[src/rtl/dpc_pkg.sv]
package dpc_pkg;

  localparam int CNT_W = 16;
  typedef logic [CNT_W-1:0] cnt_t;

  typedef enum logic [2:0] {
    ST_IDLE,
    ST_ROWSET,
    ST_REFRESH,
    ST_COLSET,
    ST_CASLOW,
    ST_PAGE
  } seq_state_t;

  // whole clock cycles covering a time in ns, rounded up
  function automatic int unsigned ns_to_cyc(input int unsigned ns, input int unsigned clk_ns);
    return (ns + clk_ns - 1) / clk_ns;
  endfunction

  // true on the edge that completes 'need' cycles after an event,
  // given 'since' = edges counted after the event edge
  function automatic logic elapsed_ok(input cnt_t since, input cnt_t need);
    return ({1'b0, since} + {{CNT_W{1'b0}}, 1'b1}) >= {1'b0, need};
  endfunction

endpackage

[src/rtl/dpc_elapsed.sv]
module dpc_elapsed
  import dpc_pkg::*;
(
  input  logic clk,
  input  logic rst_n,
  input  logic evt,
  output cnt_t since
);
  // saturating count of edges since the last event; saturated after reset
  always_ff @(posedge clk or negedge rst_n) begin
    if (!rst_n)             since <= '1;
    else if (evt)           since <= '0;
    else if (since != '1)   since <= since + cnt_t'(1);
  end
endmodule

[src/rtl/dpc_refresh_sched.sv]
module dpc_refresh_sched #(
  parameter int unsigned INTERVAL = 1562,
  parameter int unsigned ROW_W    = 9
) (
  input  logic             clk,
  input  logic             rst_n,
  input  logic             done,
  output logic             pend,
  output logic             tick,
  output logic [ROW_W-1:0] row
);
  localparam int unsigned TW = $clog2(INTERVAL + 1);
  logic [TW-1:0] tmr;

  assign tick = (tmr == TW'(INTERVAL - 1));

  always_ff @(posedge clk or negedge rst_n) begin
    if (!rst_n) begin
      tmr  <= '0;
      pend <= 1'b0;
      row  <= '0;
    end else begin
      tmr <= tick ? '0 : tmr + TW'(1);
      if (tick)      pend <= 1'b1;
      else if (done) pend <= 1'b0;
      if (done)      row  <= row + ROW_W'(1);
    end
  end
endmodule

[src/rtl/dram_pagectl.sv]
module dram_pagectl
  import dpc_pkg::*;
#(
  parameter int unsigned CLK_PERIOD_NS     = 10,
  parameter int unsigned T_RAC_NS          = 60,
  parameter int unsigned T_RC_NS           = 110,
  parameter int unsigned T_CAC_NS          = 15,
  parameter int unsigned T_PC_NS           = 35,
  parameter int unsigned T_RP_NS           = 50,
  parameter int unsigned REFRESH_WINDOW_NS = 8_000_000,
  parameter int unsigned ROW_W             = 9,
  parameter int unsigned COL_W             = 9,
  parameter int unsigned DATA_W            = 8,
  localparam int unsigned AW               = ROW_W + COL_W,
  localparam int unsigned PIN_W            = (ROW_W > COL_W) ? ROW_W : COL_W
) (
  input  logic              clk,
  input  logic              rst_n,
  input  logic              req_valid,
  input  logic              req_write,
  input  logic [AW-1:0]     req_addr,
  input  logic [DATA_W-1:0] req_wdata,
  output logic              req_ack,
  output logic              rsp_valid,
  output logic [DATA_W-1:0] rsp_rdata,
  output logic              dram_ras_n,
  output logic              dram_cas_n,
  output logic              dram_we_n,
  output logic              dram_oe_n,
  output logic [PIN_W-1:0]  dram_addr,
  output logic [DATA_W-1:0] dram_dq_out,
  output logic              dram_dq_oe,
  input  logic [DATA_W-1:0] dram_dq_in
);
  localparam cnt_t RAC_C = cnt_t'(ns_to_cyc(T_RAC_NS, CLK_PERIOD_NS));
  localparam cnt_t RC_C  = cnt_t'(ns_to_cyc(T_RC_NS,  CLK_PERIOD_NS));
  localparam cnt_t CAC_C = cnt_t'(ns_to_cyc(T_CAC_NS, CLK_PERIOD_NS));
  localparam cnt_t PC_C  = cnt_t'(ns_to_cyc(T_PC_NS,  CLK_PERIOD_NS));
  localparam cnt_t RP_C  = cnt_t'(ns_to_cyc(T_RP_NS,  CLK_PERIOD_NS));
  localparam cnt_t RCD_C = (RAC_C > CAC_C) ? cnt_t'(RAC_C - CAC_C) : cnt_t'(1);
  localparam int unsigned ROWS    = 1 << ROW_W;
  localparam int unsigned REF_INT = REFRESH_WINDOW_NS / ROWS / CLK_PERIOD_NS;

  seq_state_t state;
  logic              ras_n_q, cas_n_q, we_n_q, oe_n_q, dq_oe_q;
  logic [DATA_W-1:0] dq_out_q, rsp_d_q;
  logic [PIN_W-1:0]  addr_q;
  logic [ROW_W-1:0]  open_row;
  logic              is_ref, setup_q, cur_wr, ack_q, rsp_v_q;

  // named internal events, also watched by the checker
  cnt_t since_rf, since_rr, since_cf;
  logic ras_fall_evt, ras_rise_evt, cas_fall_evt, cas_rise_evt;
  logic ref_pend, ref_tick, ref_done, refresh_active;
  logic [ROW_W-1:0] ref_row;
  logic row_timing_ok, col_timing_ok, cas_done, ras_min_ok;
  logic page_hit, page_close;
  logic [ROW_W-1:0] req_row;
  logic [COL_W-1:0] req_col;

  assign req_row = req_addr[AW-1:COL_W];
  assign req_col = req_addr[COL_W-1:0];

  assign row_timing_ok = elapsed_ok(since_rr, RP_C) && elapsed_ok(since_rf, RC_C);
  assign col_timing_ok = setup_q && elapsed_ok(since_rf, RCD_C) && elapsed_ok(since_cf, PC_C);
  assign cas_done      = elapsed_ok(since_cf, CAC_C);
  assign ras_min_ok    = elapsed_ok(since_rf, RAC_C);
  assign page_hit      = req_valid && (req_row == open_row);
  assign page_close    = ref_pend || (req_valid && !page_hit);

  assign ras_fall_evt  = (state == ST_ROWSET) && row_timing_ok;
  assign cas_fall_evt  = (state == ST_COLSET) && col_timing_ok;
  assign cas_rise_evt  = (state == ST_CASLOW) && cas_done;
  assign ref_done      = (state == ST_REFRESH) && ras_min_ok;
  assign ras_rise_evt  = ref_done || ((state == ST_PAGE) && page_close && ras_min_ok);
  assign refresh_active = (state == ST_REFRESH);

  dpc_elapsed u_rf (.clk(clk), .rst_n(rst_n), .evt(ras_fall_evt), .since(since_rf));
  dpc_elapsed u_rr (.clk(clk), .rst_n(rst_n), .evt(ras_rise_evt), .since(since_rr));
  dpc_elapsed u_cf (.clk(clk), .rst_n(rst_n), .evt(cas_fall_evt), .since(since_cf));

  dpc_refresh_sched #(.INTERVAL(REF_INT), .ROW_W(ROW_W)) u_ref (
    .clk(clk), .rst_n(rst_n), .done(ref_done),
    .pend(ref_pend), .tick(ref_tick), .row(ref_row)
  );

  always_ff @(posedge clk or negedge rst_n) begin
    if (!rst_n) begin
      state    <= ST_IDLE;
      ras_n_q  <= 1'b1;
      cas_n_q  <= 1'b1;
      we_n_q   <= 1'b1;
      oe_n_q   <= 1'b1;
      dq_oe_q  <= 1'b0;
      dq_out_q <= '0;
      addr_q   <= '0;
      open_row <= '0;
      is_ref   <= 1'b0;
      setup_q  <= 1'b0;
      cur_wr   <= 1'b0;
      ack_q    <= 1'b0;
      rsp_v_q  <= 1'b0;
      rsp_d_q  <= '0;
    end else begin
      ack_q   <= 1'b0;
      rsp_v_q <= 1'b0;
      unique case (state)
        ST_IDLE: begin
          if (ref_pend) begin
            addr_q <= PIN_W'(ref_row);
            is_ref <= 1'b1;
            state  <= ST_ROWSET;
          end else if (req_valid) begin
            addr_q   <= PIN_W'(req_row);
            open_row <= req_row;
            is_ref   <= 1'b0;
            state    <= ST_ROWSET;
          end
        end
        ST_ROWSET: begin
          if (ras_fall_evt) begin
            ras_n_q <= 1'b0;
            setup_q <= 1'b0;
            state   <= is_ref ? ST_REFRESH : ST_COLSET;
          end
        end
        ST_REFRESH: begin
          if (ref_done) begin
            ras_n_q <= 1'b1;
            state   <= ST_IDLE;
          end
        end
        ST_COLSET: begin
          addr_q   <= PIN_W'(req_col);
          we_n_q   <= ~req_write;
          oe_n_q   <= req_write;
          dq_oe_q  <= req_write;
          dq_out_q <= req_wdata;
          setup_q  <= 1'b1;
          if (cas_fall_evt) begin
            cas_n_q <= 1'b0;
            ack_q   <= 1'b1;
            cur_wr  <= req_write;
            state   <= ST_CASLOW;
          end
        end
        ST_CASLOW: begin
          if (cas_rise_evt) begin
            cas_n_q <= 1'b1;
            we_n_q  <= 1'b1;
            oe_n_q  <= 1'b1;
            dq_oe_q <= 1'b0;
            if (!cur_wr) begin
              rsp_v_q <= 1'b1;
              rsp_d_q <= dram_dq_in;
            end
            state <= ST_PAGE;
          end
        end
        ST_PAGE: begin
          if (page_close) begin
            if (ras_min_ok) begin
              ras_n_q <= 1'b1;
              state   <= ST_IDLE;
            end
          end else if (req_valid) begin
            setup_q <= 1'b0;
            state   <= ST_COLSET;
          end
        end
        default: state <= ST_IDLE;
      endcase
    end
  end

  assign dram_ras_n  = ras_n_q;
  assign dram_cas_n  = cas_n_q;
  assign dram_we_n   = we_n_q;
  assign dram_oe_n   = oe_n_q;
  assign dram_addr   = addr_q;
  assign dram_dq_out = dq_out_q;
  assign dram_dq_oe  = dq_oe_q;
  assign req_ack     = ack_q;
  assign rsp_valid   = rsp_v_q;
  assign rsp_rdata   = rsp_d_q;
endmodule

[config.mk]
export PLATFORM = sky130hd
export DESIGN_NAME = dram_pagectl
export DESIGN_NICKNAME = d
export VERILOG_FILES = /design/src/rtl/dpc_pkg.sv /design/src/rtl/dpc_elapsed.sv /design/src/rtl/dpc_refresh_sched.sv /design/src/rtl/dram_pagectl.sv
export SDC_FILE = /design/constraint.sdc
export NUM_CORES = 1
export LEC_CHECK = 0
export ABC_AREA = 1
export CAP_MARGIN = 20
export CORE_ASPECT_RATIO = 1.2
export CORE_MARGIN = 10
export CORE_UTILIZATION = 50
export DETAILED_ROUTE_END_ITERATION = 10
export DONT_BUFFER_PORTS = 1
export GPL_ROUTABILITY_DRIVEN = 0
export HOLD_SLACK_MARGIN = 0.03
export PLACE_DENSITY_LB_ADDON = 0.25
export SYNTH_ARGS = -nofsm -noshare
export SYNTH_HDL_FRONTEND = slang
export SYNTH_HIERARCHICAL = 1
export SYNTH_SLANG_ARGS = --single-unit
[constraint.sdc]
create_clock -name clk -period 5.53 [get_ports clk]
set_input_delay 0.2765 -clock clk [delete_from_list [all_inputs] [get_ports clk]]
set_output_delay 0.2765 -clock clk [all_outputs]
set_load 0.03 [all_outputs]
==> Word level (Yosys, flattened, before mapping) <==
Index checks and enable logic that the tools add are counted.
W data, S select, Z words.
{ "totals": {"register_bits": 116, "in_bits": 38, "word_cells": 137} }
{ "op_classes": {"addsub": 8, "magnitude_cmp": 6, "n_eq_ne": 21, "muxes": 44, "bitwise_logic": 3, "reduce_logical": 34} }
{ "op_table": {"columns": ["cell", "n"], "rows": [
  ["$mux W16", 6],
  ["$ge A17 B3 Y1 const B", 4],
  ["$add A16 B1 Y17 const B", 3],
  ["$add A16 B1 Y16 const B", 3],
  ["$ne A16 B16 Y1 const B", 3],
  ["$mux W3", 9],
  ["$mux W1", 18],
  ["$mux W9", 2],
  ["$pmux W3 S6", 1],
  ["$pmux W9 S2", 1],
  ["$ge A17 B2 Y1 const B", 1],
  ["$ge A17 B4 Y1 const B", 1],
  ["$ne A2 B2 Y1 const B", 8],
  ["$reduce_bool A2 Y1", 7],
  ["$add A11 B1 Y11 const B", 1],
  ["$eq A11 B11 Y1 const B", 1],
  ["$logic_and A1 B1 Y1", 11],
  ["$mux W11", 1],
  ["$add A9 B1 Y9 const B", 1],
  ["$eq A9 B9 Y1", 1],
  ["$reduce_and A3 Y1", 3],
  ["$pmux W1 S2", 4],
  ["$reduce_and A2 Y1", 4],
  ["$reduce_and A7 Y1", 1],
  ["13 further kinds", 21]
]} }

==> Logic depth before layout (Yosys ltp) <==
{ "logic_depth": {"ltp_word": 9, "depth_mapped": 21, "mapped_depth_nobuf": 20} }

==> Cells and area by module <==
Netlist, hierarchy kept.
{ "by_module_without_submodules": {"columns": ["mod", "instances", "cells_per_inst", "area_each_um2"], "rows": [
  ["dram_pagectl", 1, 624, 3761.1],
  ["dpc_elapsed", 3, 133, 1011.0],
  ["dpc_refresh_sched", 1, 122, 1026.0]
]} }

==> Least setup slack after synthesis <==
No wires, ideal clock.
{ "synth_timing": {"path_type": "reg2reg", "startpoint": "reg u_rf.since[0]", "endpoint": "reg u_rf.since[11]", "setup_ns": 0.060, "arrival_time_ns": 2.516, "required_time_ns": 5.470, "setup_slack_ns": 2.953, "path_stages_with_launch": 21, "path_buffers": 1, "period_less_slack_ns": 2.577, "cell_sequence": "dfstp_2 > ha_1 > nand2_1 > nor2_4 > nand2_2 > nand2_1 > nand2_1 > nor2_1 > nand2_1 > nor2_1 > nand2_1 > nor2_1 > nand2_1 > nand2_1 > nand2_2 > nand3_2 > nor2_1 > inv_2 > buf_1 > nand3_1 > nand2_1"} }
{ "synth_via": {"elab_chain_cells": 5, "word_cells_on_any_way": 9, "cone_classes": "add/sub (2); order compare (1); eq/ne (1); mux (2); reduce/logical (3)"} }
{ "synth_lines": {"columns": ["item", "line_no", "text"], "rows": [
  ["start: declaration", "dpc_elapsed.sv:7", "output cnt_t since"],
  ["start signal: assignment", "dpc_elapsed.sv:13", "else if (since != '1) since <= since + cnt_t'(1);"],
  ["$add A16 B1 Y17 (*)", "dpc_pkg.sv:23", "return ({1'b0, since} + {{CNT_W{1'b0}}, 1'b1}) >= {1'b0, need};"],
  ["$ge A17 B4 Y1 (*)", "dpc_pkg.sv:23", null],
  ["$logic_and A1 B1 Y1 (*)", "dram_pagectl.sv:64", "assign row_timing_ok = elapsed_ok(since_rr, RP_C) && elapsed_ok(since_rf, RC_C);"],
  ["$logic_and A1 B1 Y1 (*)", "dram_pagectl.sv:71", "assign ras_fall_evt = (state == ST_ROWSET) && row_timing_ok;"],
  ["net ras_fall_evt", "dram_pagectl.sv:53", "logic ras_fall_evt, ras_rise_evt, cas_fall_evt, cas_rise_evt;"],
  ["$mux W16 / $reduce_bool A2 Y1 (equally long branches)", null, null]
]} }
Mark *: on every way through the listed nets, which the timed path passes. The rest lies on a longest branch. The select of a mux whose other input is x is not followed.
A chain may end at the register's enable or synchronous reset.

==> Worst setup path in the final report <==
{ "layout_timing": {"startpoint": "reg u_rf.since[0]", "endpoint": "reg u_rf.since[1]"} }
The elaborated chain is that of the path after synthesis.

==> metrics.csv <==
metric,value,unit
tightest_slew,0.761,ns
start_kind,flip-flop,
clock_sinks,116,
fin_ws,2.51,ns
multi_input_area,4240,um^2
final_util,0.579,
synthCells,1145,
drc,0,
drive_gt1_frac,0.133,
postCtsSetupBuffers,0,
rsz0062_at_grt,no,
dieWidth,134,um
yosysWarnings,6,
synthMostInstantiatedCell,nand2_1,
syn_nets,1195,
cts_root_buf,clkbuf_16,
synthTopCellsByCount,"387 x nand2_1, 151 x nor2_1, 131 x inv_1",
drtPass1Iterations,5,
drt-wirelength-per-cell,13.1,um
slew_headroom,0.492,
antenna_found_initial,0,
synth-seq-area-share,0.380,
netlist_area,7820,um^2
cts_buffers,17,
synth_area_leaders,"dfrtp_1 20%, nand2_1 19%, dfstp_2 17%",
grt_max_degree,117,
maxCapViolations,0,
r2r_end,u_rf/since[1],
synth_area_per_cell,6.83,um^2
setup_tns,0,ns
vdd_drop_max,0.283,mV
area_growth,14.4,%
finalMaxSlewViolations,0,
period_share,0.546,
worstPathCellList,"ha_1, nand2_1, nor2_4, nand2_2, nand2_1, nand2_1, nor2_1, nand2_1, nor2_1, nand2_1, nor2_1, nand2_1, nand2_1, nand2_2, nand3_2, nor2_1, inv_2, nand4_4, o21ai_1",
ff_latch_area,2970,um^2
grt_pass1_vias,6760,
pwr-share-clk,0.282,
finalSetupViolCount,0,
powerDensity,437,nW/um^2
p_leak,4.25,nW
hold_class,in -> reg,
fill_cells,1450,
core_area,15500,um^2
max_freq,331,MHz
viasPerCell,5.03,
synthFlopType,dfrtp_1,
yosysTopAreaCell,dfrtp_1,
num_rows,50,
io_buffers,0,
power_frac_seq,0.424,
r2r_slack,2.51,ns
synthArstFlopShare,1.00,
first_iter_violations,532,
hold_path_depth,2,
dp_hpwl,12800,um
synth_edf_count,0,
outcome,"complete, no violations",
endpoint_kind,flip-flop,
critical-path-slowest-cell,dfstp_2,
synth_seq_cells,116,
critical_path_class,reg -> reg,
p_comb_frac,0.295,
synth.top_cell.area_share,0.205,
min_to,open_row[0],
clock_skew,0.0108,ns
synth-simple-area-share,0.439,
clockBufferDepth,2,
finalHoldViolations,0,
clkLatencyLatePin,0.42,ns
synth_top_family_by_area,simple AND/OR/NAND/NOR gates,
synthAdderAreaFrac,0.0192,
cp_common_cell,nand2_1,
crit_fanout,16,
swShare,0.431,
num_vias,7077,
muxShareOfSynthArea,0,
initial_core_util,0.506,
hold_path_startpoint,req_addr[9],
nets,1234,
synth_cell_types,36,
dp_slack,2.57,ns
postRouteAntennaNets,0,
reg2reg_depth,19,
worst-path-buf-inv,1,
synth_compound_area_frac,0.0485,
gr-total-overflow,0,
worst_path_largest_cell_delay,0.60,ns
htreeDepth,4,
io-pin-count,70,
period_needed,3.02,ns
path_clk_slew,0.06,ns
p_int,0.00223,W
dieArea,21100,um^2
worst-endpoint-arrival,3.37,ns
cp.required,5.88,ns
grt_pass1_wl,31600,um
synth_xor_area_frac,0.0347,
p_switching,0.00169,W
critPathTopFamily,simple AND/OR/NAND/NOR gates,
cts_tree,yes,
reg2reg_from,u_rf/since[0],
grt.total_usage,0.180,
routed_wl,18500,um
die_y,157,um
## worst reg2reg max path, delay by kind of cell, from the launching register on
kind	cells	cell delay (ns)
and+or+nand+nor	16	1.62
DFF	1	0.60
buffers and inverters	1	0.26
adders and majority gates	1	0.24
AOI/OAI and AO/OA	1	0.20
## registers in the layout (all words and copies together), names as in the netlist
signal	flops
cur_wr	1
dram_addr	9
dram_cas_n	1
dram_dq_oe	1
dram_dq_out	8
dram_oe_n	1
dram_ras_n	1
dram_we_n	1
is_ref	1
open_row	9
req_ack	1
rsp_rdata	8
rsp_valid	1
setup_q	1
state	3
u_cf/since	16
u_ref/pend	1
u_ref/row	9
u_ref/tmr	11
u_rf/since	16
u_rr/since	16
## per-stage QoR
step           hold WS [ns]  instances  power [W]  area [um^2]
3_3_place_gp        -0.0132       1340    0.00275         8010
3_5_place_dp        -0.0133       1340    0.00278         8010
4_1_cts              0.0360       1405    0.00394         8940
6_report             0.0390       1407    0.00391         8950
2_1_floorplan       -0.0191       1145    0.00251         7820
5_1_grt              0.0470       1405    0.00422         8940
## worst max-delay path by stage
stage	start	end	slack [ns]	depth (start not counted)
finish	u_rf/since[0]	u_rf/since[1]	2.51	19
global placement	u_rf/since[0]	u_rf/since[1]	2.62	19
CTS	u_rf/since[0]	u_rf/since[1]	2.53	19
floorplan	u_rf/since[0]	u_rf/since[11]	2.95	20
detailed placement	u_rf/since[0]	u_rf/since[1]	2.57	19
global route	u_rf/since[0]	u_rf/since[1]	2.10	19
## cell families (layout without fill, tap and decap cells)
| group | after synthesis | count (layout) |
|---|---|---|
| simple gates | 760 | 760 |
| buf+inv | 157 | 209 |
| flops | 116 | 116 |
| compound gates | 69 | 69 |
| xor+xnor | 31 | 31 |
| fa+ha+maj | 12 | 12 |
| other cells | 0 | 2 |
## final cells by class
class                           instances  share of cell area
Inverter                              143              0.0604
Antenna cell                            2            0.000559
Multi-Input combinational cell        872               0.473
Timing Repair Buffer                   34              0.0397
Clock buffer                           17              0.0475
Clock inverter                         15              0.0178
Sequential cell                       116               0.332
Tap cell                              208              0.0291
## power by group through the flow
stage	clock network [W]	registers [W]	logic (W)
global route	0.00117	0.00171	0.00135
detailed placement	0	0.00167	0.00112
global placement	0	0.00166	0.00109
CTS	0.00112	0.00166	0.00116
floorplan	0	0.00159	0.000927
finish	0.00110	0.00166	0.00115
## layout by cell type, fill, tap and decap left out, types with 11 or more instances in the layout
cell	instances
clkbuf_16	17
dfrtp_1	64
dfstp_2	52
dlygate4sd3_1	32
ha_1	12
inv_1	131
nand2_1	387
nand2_2	18
nand3_1	110
nand4_1	23
nor2_1	151
nor2_4	16
nor3_1	12
o21ai_0	34
xnor2_1	11
xor2_1	20
## per-layer routing
| metal | vias to the layer above | GRT usage | part of all wire |
|---|---|---|---|
| li1 | 3690 | - | - |
| met1 | 3251 | 0.212 | 0.44 |
| met2 | 106 | 0.308 | 0.50 |
| met3 | 30 | 0.0446 | 0.041 |
| met4 | 0 | 0.0711 | 0.019 |
| met5 | - | 0 | 0 |
## what timing repair did
item / 4_1_cts / 5_1_grt
hold endpoints to repair: 150 / 0
resized for setup: 0 / 0
hold buffers: 33 / 0
Note: power is estimated with default switching activity, not from simulation.
